--- src/rtl/cmi_pkg.sv ---
package cmi_pkg;

    typedef enum logic [1:0] {
        SEQ_IDLE   = 2'd0,
        SEQ_EXEC   = 2'd1,
        SEQ_FINISH = 2'd2
    } seq_state_t;

    typedef enum logic [2:0] {
        OP_NONE    = 3'd0,
        OP_WR_DATA = 3'd1,
        OP_RD_DATA = 3'd2,
        OP_WR_CODE = 3'd3,
        OP_RD_CODE = 3'd4
    } cmi_op_t;

    localparam logic [1:0] SEL_DATA = 2'd0;
    localparam logic [1:0] SEL_ADDR = 2'd1;
    localparam logic [1:0] SEL_CMD  = 2'd2;

    localparam int CODE_W = 4;
    localparam int DATA_W = 8;

endpackage

--- src/rtl/cmi_decode.sv ---
module cmi_decode
    import cmi_pkg::*;
(
    input  logic [7:0]        cmd,
    output cmi_op_t           op,
    output logic [CODE_W-1:0] code
);
    always_comb begin
        code = cmd[3:0];
        op   = OP_NONE;
        if (cmd[7:4] == 4'b0111) begin
            op = OP_WR_CODE;
        end else if (cmd == 8'hF0) begin
            op = OP_RD_CODE;
        end else if (cmd[6:0] == 7'b1001000) begin
            // bit 7 chooses direction of the data-only access
            op = cmd[7] ? OP_RD_DATA : OP_WR_DATA;
        end
    end
endmodule

--- src/rtl/cmi_seq.sv ---
module cmi_seq
    import cmi_pkg::*;
(
    input  logic clk,
    input  logic rst_n,
    input  logic start,
    output logic busy,
    output logic done,
    output logic exec
);
    seq_state_t state_q, state_d;

    always_ff @(posedge clk or negedge rst_n) begin
        if (!rst_n) state_q <= SEQ_IDLE;
        else        state_q <= state_d;
    end

    always_comb begin
        state_d = state_q;
        busy    = 1'b0;
        done    = 1'b0;
        exec    = 1'b0;
        unique case (state_q)
            SEQ_IDLE: begin
                if (start) state_d = SEQ_EXEC;    // START (else HOLD)
            end
            SEQ_EXEC: begin
                busy    = 1'b1;
                exec    = 1'b1;
                state_d = SEQ_FINISH;             // COMMIT
            end
            SEQ_FINISH: begin
                busy    = 1'b1;
                done    = 1'b1;
                state_d = SEQ_IDLE;               // RELEASE
            end
            default: state_d = SEQ_IDLE;
        endcase
    end
endmodule

--- src/rtl/cmi_bank.sv ---
module cmi_bank
    import cmi_pkg::*;
#(
    parameter int SLOTS  = 32,
    parameter int ADDR_W = $clog2(SLOTS)
) (
    input  logic              clk,
    input  logic              rst_n,
    input  logic              we_code,
    input  logic              we_data,
    input  logic [ADDR_W-1:0] slot,
    input  logic [CODE_W-1:0] code_in,
    input  logic [DATA_W-1:0] data_in,
    output logic [CODE_W-1:0] code_out,
    output logic [DATA_W-1:0] data_out
);
    logic [CODE_W-1:0] code_mem [SLOTS];
    logic [DATA_W-1:0] data_mem [SLOTS];

    always_ff @(posedge clk or negedge rst_n) begin
        if (!rst_n) begin
            for (int i = 0; i < SLOTS; i++) begin
                code_mem[i] <= '0;
                data_mem[i] <= '0;
            end
        end else begin
            if (we_code) code_mem[slot] <= code_in;
            if (we_data) data_mem[slot] <= data_in;
        end
    end

    assign code_out = code_mem[slot];
    assign data_out = data_mem[slot];
endmodule

--- src/rtl/cmi_ctrl.sv ---
module cmi_ctrl
    import cmi_pkg::*;
#(
    parameter int SLOTS = 32
) (
    input  logic       clk,
    input  logic       rst_n,
    input  logic       cpu_we,
    input  logic [1:0] cpu_sel,
    input  logic [7:0] cpu_wdata,
    output logic [7:0] cpu_rdata,
    output logic       busy,
    output logic       done
);
    localparam int ADDR_W = $clog2(SLOTS);
    localparam int BANKS  = 2;

    logic [DATA_W-1:0] data_q;
    logic              bank_q;
    logic [ADDR_W-1:0] slot_q;
    cmi_op_t           op_q;
    logic [CODE_W-1:0] code_q;

    cmi_op_t           dec_op;
    logic [CODE_W-1:0] dec_code;
    logic              start, exec;

    logic [CODE_W-1:0] rd_code [BANKS];
    logic [DATA_W-1:0] rd_data [BANKS];

    cmi_decode u_decode (
        .cmd  (cpu_wdata),
        .op   (dec_op),
        .code (dec_code)
    );

    assign start = cpu_we && (cpu_sel == SEL_CMD) && !busy && (dec_op != OP_NONE);

    cmi_seq u_seq (
        .clk   (clk),
        .rst_n (rst_n),
        .start (start),
        .busy  (busy),
        .done  (done),
        .exec  (exec)
    );

    genvar b;
    generate
        for (b = 0; b < BANKS; b++) begin : g_bank
            logic hit;
            assign hit = exec && (bank_q == b[0]);
            cmi_bank #(.SLOTS(SLOTS), .ADDR_W(ADDR_W)) u_bank (
                .clk      (clk),
                .rst_n    (rst_n),
                .we_code  (hit && (op_q == OP_WR_CODE)),
                .we_data  (hit && (op_q == OP_WR_CODE || op_q == OP_WR_DATA)),
                .slot     (slot_q),
                .code_in  (code_q),
                .data_in  (data_q),
                .code_out (rd_code[b]),
                .data_out (rd_data[b])
            );
        end
    endgenerate

    // register file
    always_ff @(posedge clk or negedge rst_n) begin
        if (!rst_n) begin
            data_q <= '0;
            bank_q <= 1'b0;
            slot_q <= '0;
            op_q   <= OP_NONE;
            code_q <= '0;
        end else if (exec) begin
            if (op_q == OP_RD_DATA)      data_q <= rd_data[bank_q];
            else if (op_q == OP_RD_CODE) data_q <= {{(DATA_W-CODE_W){1'b0}}, rd_code[bank_q]};
        end else if (cpu_we && !busy) begin
            unique case (cpu_sel)
                SEL_DATA: data_q <= cpu_wdata;
                SEL_ADDR: begin
                    bank_q <= cpu_wdata[7];
                    slot_q <= cpu_wdata[ADDR_W-1:0];
                end
                SEL_CMD: begin
                    op_q   <= dec_op;
                    code_q <= dec_code;
                end
                default: ;
            endcase
        end
    end

    always_comb begin
        cpu_rdata = '0;
        unique case (cpu_sel)
            SEL_DATA: cpu_rdata = data_q;
            SEL_ADDR: begin
                cpu_rdata[ADDR_W-1:0] = slot_q;
                cpu_rdata[7]          = bank_q;
            end
            default: cpu_rdata = '0;
        endcase
    end
endmodule

--- config.mk ---
export PLATFORM = sky130hd
export DESIGN_NAME = cmi_ctrl
export DESIGN_NICKNAME = d
export VERILOG_FILES = /design/src/rtl/cmi_pkg.sv /design/src/rtl/cmi_decode.sv /design/src/rtl/cmi_seq.sv /design/src/rtl/cmi_bank.sv /design/src/rtl/cmi_ctrl.sv
export SDC_FILE = /design/constraint.sdc
export NUM_CORES = 1
export LEC_CHECK = 0
export ABC_AREA = 1
export BUFFER_PORTS_ARGS = -buffer_cell sky130_fd_sc_hd__buf_2
export CAP_MARGIN = 20
export CORE_ASPECT_RATIO = 1.75
export CORE_MARGIN = 3
export CORE_UTILIZATION = 45
export CTS_BUF_LIST = sky130_fd_sc_hd__clkbuf_8
export CTS_CLUSTER_SIZE = 12
export DETAILED_ROUTE_END_ITERATION = 16
export PLACE_DENSITY = 0.68
export SYNTH_ARGS = -nofsm -noshare
export SYNTH_HDL_FRONTEND = slang
export SYNTH_SLANG_ARGS = --single-unit
--- constraint.sdc ---
create_clock -name clk -period 3.75 [get_ports clk]
set_input_delay 0.5625 -clock clk [delete_from_list [all_inputs] [get_ports clk]]
set_output_delay 0.5625 -clock clk [all_outputs]
set_load 0.02 [all_outputs]
Word-level counts from Yosys, hierarchy flattened
Index checks and enable logic that the tools add are counted.
{"block": "totals", "reg_bits": 791, "latchBits": 0, "ram_bits": 0, "mem_bits_ro": 0, "inputBits": 13, "output_inout_bits": 10, "wordCells": 219, "n_memories": 0}
{"block": "op_classes", "addsub": 0, "multipliers": 0, "div_mod_pow": 0, "magnitude_cmp": 3, "eq_ne": 13, "shifts": 0, "muxes": 43, "bitwise_logic": 4, "n_reduce_logical": 22}
{"operator": "256-bit bitwise mux", "count": 2}
{"operator": "128-bit bitwise mux", "count": 2}
{"operator": "8-bit two-way mux", "count": 13}
{"operator": "8-bit binary-select mux with 5-bit select", "count": 2}
{"operator": "4-bit binary-select mux with 5-bit select", "count": 2}
{"operator": "8-bit demux with 5-bit select", "count": 1}
{"operator": "4-bit two-way mux", "count": 8}
{"operator": "4-bit demux with 5-bit select", "count": 1}
{"operator": "1-bit logical AND", "count": 11}
{"operator": "5-bit case mux with 2 select lines", "count": 1}
{"operator": "3-bit two-way mux", "count": 3}
{"operator": "3-bit AND reduction", "count": 3}
{"operator": "8-bit == test, second input constant", "count": 1}
{"operator": "7-bit == test, second input constant", "count": 1}
{"operator": "3-bit by 2-bit == test with 1-bit output, second input constant", "count": 2}
{"operator": "6-bit >= comparator, second input constant", "count": 1}
{"operator": "6-bit by 1-bit < comparator with 1-bit output, second input constant", "count": 1}
{"operator": "2-bit two-way mux", "count": 3}
{"operator": "5-bit inverter with 6-bit output", "count": 1}
{"operator": "2-bit by 1-bit == test with 1-bit output, second input constant", "count": 2}
{"operator": "2-bit == test, second input constant", "count": 2}
{"operator": "4-bit by 3-bit == test with 1-bit output, second input constant", "count": 1}
{"operator": "2-bit zero test", "count": 2}
{"operator": "2-bit case mux with 2 select lines", "count": 1}
{"operator": "14 further kinds", "count": 18}

Longest topological paths before layout
Gate-level depths: netlist of the first run.
{"block": "logic_depth", "depth_word": 10, "depth_mapped": 16, "ltp_nobuf": 13}

Cells and area by module
From an unflattened synthesis of the first run, not the netlist that was laid out.
{"block": "hier_totals", "cells_unflattened": 5154, "area_unflattened_um2": 38398.1}
{"module": "cmi_bank", "instances": 2, "cells_per_inst": 2464, "area_per_inst_um2": 18385.1, "seq_area_each_um2": 9609.2}
{"module": "cmi_ctrl", "instances": 1, "cells_per_inst": 192, "area_per_inst_um2": 1387.6, "seq_area_each_um2": 525.5}
{"module": "cmi_seq", "instances": 1, "cells_per_inst": 16, "area_per_inst_um2": 142.6, "seq_area_each_um2": 50.0}
{"module": "cmi_decode", "instances": 1, "cells_per_inst": 18, "area_per_inst_um2": 97.6, "seq_area_each_um2": 0.0}

Worst setup path after synthesis of the first run
No wires, ideal clock.
{"block": "synth_path", "kind": "reg-to-output", "startpoint": "reg data_q[4]", "endpoint": "out cpu_rdata[4]", "arrival_ns": 1.409, "t_required_ns": 3.188, "slack_ns": 1.778, "path_stages_with_launch": 6, "path_buffers": 3, "cell_sequence": "dfrtp_1 > clkbuf_1 > inv_1 > clkbuf_1 > clkbuf_1 > o22ai_1"}
{"block": "synth_between", "elab_chain_len": 1}
{"element": "from (decl)", "line_no": "cmi_ctrl.sv:18", "text": "logic [DATA_W-1:0] data_q;"}
{"element": "from (signal assigned)", "line_no": "cmi_ctrl.sv:76", "text": "if (op_q == OP_RD_DATA) data_q <= rd_data[bank_q];"}
{"element": "from (signal assigned)", "line_no": "cmi_ctrl.sv:77", "text": "else if (op_q == OP_RD_CODE) data_q <= {{(DATA_W-CODE_W){1'b0}}, rd_code[bank_q]};"}
{"element": "from (signal assigned)", "line_no": "cmi_ctrl.sv:80", "text": "SEL_DATA: data_q <= cpu_wdata;"}
{"element": "5-bit case mux with 2 select lines", "line_no": "cmi_ctrl.sv:96", "text": "unique case (cpu_sel)"}
{"element": "to (decl)", "line_no": "cmi_ctrl.sv:11", "text": "output logic [7:0] cpu_rdata,"}
Every way passes these cells.

Worst setup path after layout of the first run
{"block": "layout_path", "startpoint": "reg slot_q[0]", "endpoint": "out cpu_rdata[0]"}
{"block": "layout_between", "elab_chain_len": 1}
{"element": "from (decl)", "line_no": "cmi_ctrl.sv:20", "text": "logic [ADDR_W-1:0] slot_q;"}
{"element": "from (signal assigned)", "line_no": "cmi_ctrl.sv:83", "text": "slot_q <= cpu_wdata[ADDR_W-1:0];"}
{"element": "5-bit case mux with 2 select lines", "line_no": "cmi_ctrl.sv:96"}
Every way passes these cells.

==> flow_summary.ini, run 1 <==
[global_route]
track_usage = 0.287
grt_pass1_wl_mm = 183
grt_pass1_vias = 30400
antenna_found_initial = 1
grt-ovfl-total = 0
grt_start_max_net_pins = 141

[clock_tree]
cts_tree = built
clkTransAtPathRegs_ns = 0.06
clkLatencyLatePin_ns = 0.82
post-cts-setup-buffers = 0
cts_sinks = 791
htreeDepth = 3
cts_max_path_buffers = 3
cts_buffers = 114
ctsHoldBuffers = 1
clock-root-buffer = clkbuf_8
cts_resized = 0

[power]
pwr-share-comb = 0.335
powerDensity_nw_per_um2 = 737
p_int_mw = 17.0
leakage_nw = 18.1
clock_power_share = 0.260
p_seq_frac = 0.405
ir_drop_v = 0.000660
p_switching_mw = 12.2
p_sw_frac = 0.418

[critical_path]
reg2reg_from = slot_q[1]$_DFFE_PN0P_
start_kind = flop
critPathArrivalTime_ns = 2.83
worstReg2RegEnd = data_q[1]$_DFFE_PN0P_
crit_path_end_kind = primary output
critPathCapture = cpu_rdata[0]
crit_start = slot_q[0]$_DFFE_PN0P_
reg2regPathDepth = 13
path_max_fanout = 27
worst-setup-path-type = flop to primary output
r2r_setup_slack_ns = 0.79
required_ns = 3.19

[cells_and_area]
multi_input_area_um2 = 14000
drive_gt1_frac = 0.0915
fin_util = 0.503
nFillCells = 7763
final_area_um2 = 39700
final_nets = 4470
syn2layout_area_growth_pct = 10.2
regArea_um2 = 19800

[die]
die_area_um2 = 83700
coreArea_um2 = 79000
die_y_um = 380
ios = 23
rows = 136
start_util = 0.457
fp.dieW_um = 220

[logic_synthesis]
synthArstFlopShare = 1.00
synth.most_common_cell = nand2_1
synth-warning-count = 0
yosys.area.top_type = dfrtp_1
synth_cells = 4479
synth_area_per_cell_um2 = 8.05
yosys.cell_types.count = 31
synthesis.area_um2 = 36100
syn_nets = 4496
ys_seq_area_frac = 0.549
synth_edf_count = 0
synth_top_area_frac = 0.549
synth_common_cells = 1,733 x nand2_1, 791 x dfrtp_1, 757 x o21ai_0
synth_ff_type = dfrtp_1
ys_ff_latch = 791
synth.area.top_cells = dfrtp_1 55%, nand2_1 18%, o21ai_0 11%

[detailed_routing]
viasPerCell = 5.50
dr.first_iter.drc_count = 2831
wl_mm = 119
antenna_left = 0
wl_per_cell_um = 21.4
routed-via-count = 30700
drc = 0
first_pass_iters = 6

[timing]
setup_viol = 0
rsz0062_at_grt = false
slew_headroom = 0.258
tightest_slew_ns = 1.11
max_freq_mhz = 295
setup-tns-final_ns = 0
slew_violations = 0
finClkSkew_ns = 0.0377
period_share = 0.905
period_needed_ns = 3.39
hold_viol_final = 0

[job]
cap_violations = 0

[placed_design]
io_buffers = 22
placed_cell_area_um2 = 37200
gp_congestion = 0.962
hpwlAfterDp_mm = 79.7

[run_status]
outcome = complete, no violations

[min_path]
hp-class = input port to flop
==> worst min path at each step <==
stage	startpoint	to	depth (start not counted)
after floorplan	rst_n	bank_q$_DFFE_PN0P_	0
after global placement	g_bank[0].u_bank.data_mem[44]$_DFFE_PN0P_	g_bank[0].u_bank.data_mem[44]$_DFFE_PN0P_	2
after detailed placement	g_bank[1].u_bank.code_mem[44]$_DFFE_PN0P_	g_bank[1].u_bank.code_mem[44]$_DFFE_PN0P_	2
after CTS	cpu_wdata[7]	op_q[1]$_DFFE_PN0P_	3
after global routing	cpu_wdata[7]	op_q[1]$_DFFE_PN0P_	3
final	cpu_wdata[7]	op_q[1]$_DFFE_PN0P_	3
==> registers in the layout, indices dropped and copies added (netlist names) <==
signal                  flops
g_bank.u_bank.code_mem    256
code_q                      4
g_bank.u_bank.data_mem    512
data_q                      8
u_seq.state_q               2
op_q                        3
slot_q                      5
bank_q                      1
==> layer usage <==
layer	part of all wire	vias up	routed length (µm)	GRT usage
met5	0	-	0	0
met4	0.091	0	10800	0.222
met3	0.054	388	6470	0.0372
met2	0.48	1222	56700	0.468
met1	0.38	14800	45300	0.343
li1	-	14400	-	-
==> layout make-up <==
class / count / share of cell area
multi-input combinational: 3158 / 0.353
inverter: 272 / 0.0260
sequential: 791 / 0.498
clock buffer: 150 / 0.0520
tap: 1035 / 0.0326
timing repair buffer: 116 / 0.0262
clock inverter: 60 / 0.0122
antenna: 1 / 0.0000630
==> power by group through the flow <==
| stage | sequential [mW] | clock [mW] | combinational (mW) |
|---|---|---|---|
| 5_1_grt | 12.1 | 8.06 | 10.5 |
| 2_1_floorplan | 11.5 | 0 | 6.06 |
| 3_3_place_gp | 11.9 | 0 | 9.51 |
| 6_report | 11.9 | 7.63 | 9.79 |
| 3_5_place_dp | 12.0 | 0 | 9.63 |
| 4_1_cts | 11.8 | 7.73 | 9.65 |
==> cells in the final DEF, fill, tap and decap left out, types with 58 or more instances in the layout <==
cell / instances
buf_4: 76
nor2_1: 183
a22oi_1: 58
dfrtp_1: 788
clkbuf_8: 150
nand2_1: 1733
a21oi_1: 79
o21ai_0: 757
o21ai_1: 146
inv_1: 246
==> metrics by stage <==
step | power (mW) | hold WS (ns) | std cells | setup slack, ns
floorplan | 17.5 | 0.267 | 4479 | 1.78
global placement | 21.4 | 0.466 | 5371 | 0.833
detailed placement | 21.6 | 0.473 | 5371 | 0.795
CTS | 29.2 | 0.0156 | 5582 | 0.340
global route | 30.6 | 0.0775 | 5583 | 0.304
finish | 29.3 | 0.0747 | 5583 | 0.358
==> kinds of logic after synthesis <==
| kind of cell | share of synthesized area |
|---|---|
| buf+inv | 0.0626 |
| compound gates | 0.152 |
| flops | 0.549 |
| mux | 0.000312 |
| fa+ha+maj | 0.00139 |
| simple gates | 0.235 |
==> worst max-delay path, cell delays in order, from the launching register on <==
cell     delay [ns]
dfrtp_4        0.66
inv_2          0.25
buf_4          0.30
buf_4          0.39
o22ai_1        0.18
buf_2          0.20
No activity file was read; power rests on OpenSTA's default activity.
==> inputs of run 2 (changes only) <==
--- a/config.mk
+++ b/config.mk
@@ -14,6 +14,7 @@
 export CTS_BUF_LIST = sky130_fd_sc_hd__clkbuf_8
 export CTS_CLUSTER_SIZE = 12
 export DETAILED_ROUTE_END_ITERATION = 16
+export MAX_ROUTING_LAYER = met4
 export PLACE_DENSITY = 0.68
 export SYNTH_ARGS = -nofsm -noshare
 export SYNTH_HDL_FRONTEND = slang
==> run 2 against run 1 <==
Non-clock buffer count grew 7. Register-to-register slack worse by 0.59 ns. Largest power group unchanged. Cell count is essentially flat. Hold slack improved by 0.028 ns. First-iteration DRC count shrank 0.92%. Sequential share of layout area grew 0.29 points. Critical endpoint is now data_q[3]$_DFFE_PN0P_. Clock skew grew 0.013 ns. Die area unchanged. Clock power shrank 9.2%.
==> flow_summary.ini, run 2 (same netlist as run 1, synthesis figures left out) <==
[timing]
slew_violations = 0
finClkSkew_ns = 0.0510
period_share = 0.947
tightest_slew_ns = 0.984
setup_ws_ns = 0.197
max_freq_mhz = 281
setup-tns-final_ns = 0
rsz0062_at_grt = false
slew_headroom = 0.344
hold_viol_final = 0
setup_viol = 0
period_needed_ns = 3.55

[clock_tree]
clock-root-buffer = clkbuf_8
clkTransAtPathRegs_ns = 0.07
cts_tree = built
cts_resized = 0
cts_sinks = 791
cts_max_path_buffers = 3
clkLatencyLatePin_ns = 0.81
cts_buffers = 110
htreeDepth = 3

[cells_and_area]
nFillCells = 7737
drive_gt1_frac = 0.0884
top_register = g_bank.u_bank.data_mem
syn2layout_area_growth_pct = 9.54
final_area_um2 = 39500
layout_commonest_cell = nand2_1
top_regs = g_bank.u_bank.data_mem: 512 flops, g_bank.u_bank.code_mem: 256 flops, data_q: 8 flops
final_nets = 4473
mostFrequentLayoutCells = 1,733 x nand2_1, 788 x dfrtp_1, 757 x o21ai_0
largest_reg_flops = 512

[die]
coreArea_um2 = 79000
start_util = 0.457
ios = 23
rows = 136
die_area_um2 = 83700
die_y_um = 380
fp.dieW_um = 220

[placed_design]
hpwlAfterDp_mm = 80.3
pre_cts_slack_ns = 0.310
io_buffers = 22
placed_cell_area_um2 = 37200
gp_congestion = 0.994

[global_route]
grt_start_max_net_pins = 131
grt_pass1_vias = 30100
grt-ovfl-total = 0
track_usage = 0.297
grt_pass1_wl_mm = 183
antenna_found_initial = 1

[critical_path]
path_max_fanout = 41
critPathArrivalTime_ns = 4.25
worst-setup-path-type = flop to flop
crit_path_end_kind = flop
start_kind = flop
required_ns = 4.45

[detailed_routing]
viasPerCell = 5.51
routed-via-count = 30700
drc = 0
dr.first_iter.drc_count = 2805
antenna_left = 0
wl_per_cell_um = 21.3
wl_mm = 119
first_pass_iters = 5

[min_path]
hp-class = input port to flop

[run_status]
outcome = complete, no violations

[power]
ir_drop_v = 0.000769
leakage_nw = 18.0
powerDensity_nw_per_um2 = 724

[job]
cap_violations = 0
run 2: metrics by stage:
stage,util,total power [mW],hold slack (ns),instances
2_1_floorplan,-,17.5,0.267,4479
3_3_place_gp,0.471,21.5,0.465,5377
3_5_place_dp,0.471,21.6,0.473,5377
4_1_cts,0.500,28.6,0.0182,5580
5_1_grt,0.500,30.0,0.0784,5581
6_report,0.500,28.6,0.103,5581
run 2: final timing paths:
kind,endpoint,depth (start not counted),startpoint,slack (ns)
setup reg to reg,data_q[3]$_DFFE_PN0P_,13,slot_q[0]$_DFFE_PN0P_,0.20
hold / removal,op_q[0]$_DFFE_PN0P_,3,cpu_wdata[3],0.10
min in group asynchronous,g_bank[0].u_bank.data_mem[183]$_DFFE_PN0P_,2,rst_n,0.31
setup / recovery,data_q[3]$_DFFE_PN0P_,13,slot_q[0]$_DFFE_PN0P_,0.20
hold reg to reg,g_bank[0].u_bank.data_mem[140]$_DFFE_PN0P_,2,g_bank[0].u_bank.data_mem[140]$_DFFE_PN0P_,0.48
max in group asynchronous,g_bank[1].u_bank.data_mem[211]$_DFFE_PN0P_,4,rst_n,2.27
run 2: critical path, cell delays in order (launching register included):
cell     delay (ns)
dfrtp_4        0.63
nand2_2        0.35
inv_4          0.24
buf_12         0.26
nand2_1        0.09
nand4_1        0.09
nand2_1        0.16
nand2_1        0.07
nor2_1         0.56
nand3_1        0.45
nand2_1        0.29
nand2_1        0.09
nand3_1        0.10
nand2_1        0.05
run 2: report_power, final:
part	switching [mW]	internal, mW	leakage [nW]	total, mW
combinational	7.44	2.43	5.82	9.86
clock	3.45	3.48	1.32	6.93
sequential	1.22	10.6	10.9	11.8
total	12.1	16.5	18.0	28.6
run 2: final cells by class:
cell class | count | area, µm² | share of cell area
inverters | 272 | 1030 | 0.0261
flip-flops and latches | 791 | 19800 | 0.501
repair buffers | 123 | 1100 | 0.0278
clock buffers | 135 | 1860 | 0.0470
diodes | 1 | 2.50 | 0.0000634
multi-input cells | 3158 | 14000 | 0.355
clock inverters | 66 | 403 | 0.0102
well taps | 1035 | 1290 | 0.0328
run 2: routing by layer:
metal | global-route usage | vias to the layer above | routed length, µm
met3 | 0.0400 | 389 | 7160
met5 | - | - | 0
li1 | - | 14300 | -
met2 | 0.472 | 1208 | 56800
met1 | 0.353 | 14800 | 45100
met4 | 0.196 | 0 | 9720
run 2: repair_timing:
action	CTS	global route
hold buffers	2	0
endpoints found under the hold margin	43	0
setup buffers	0	0
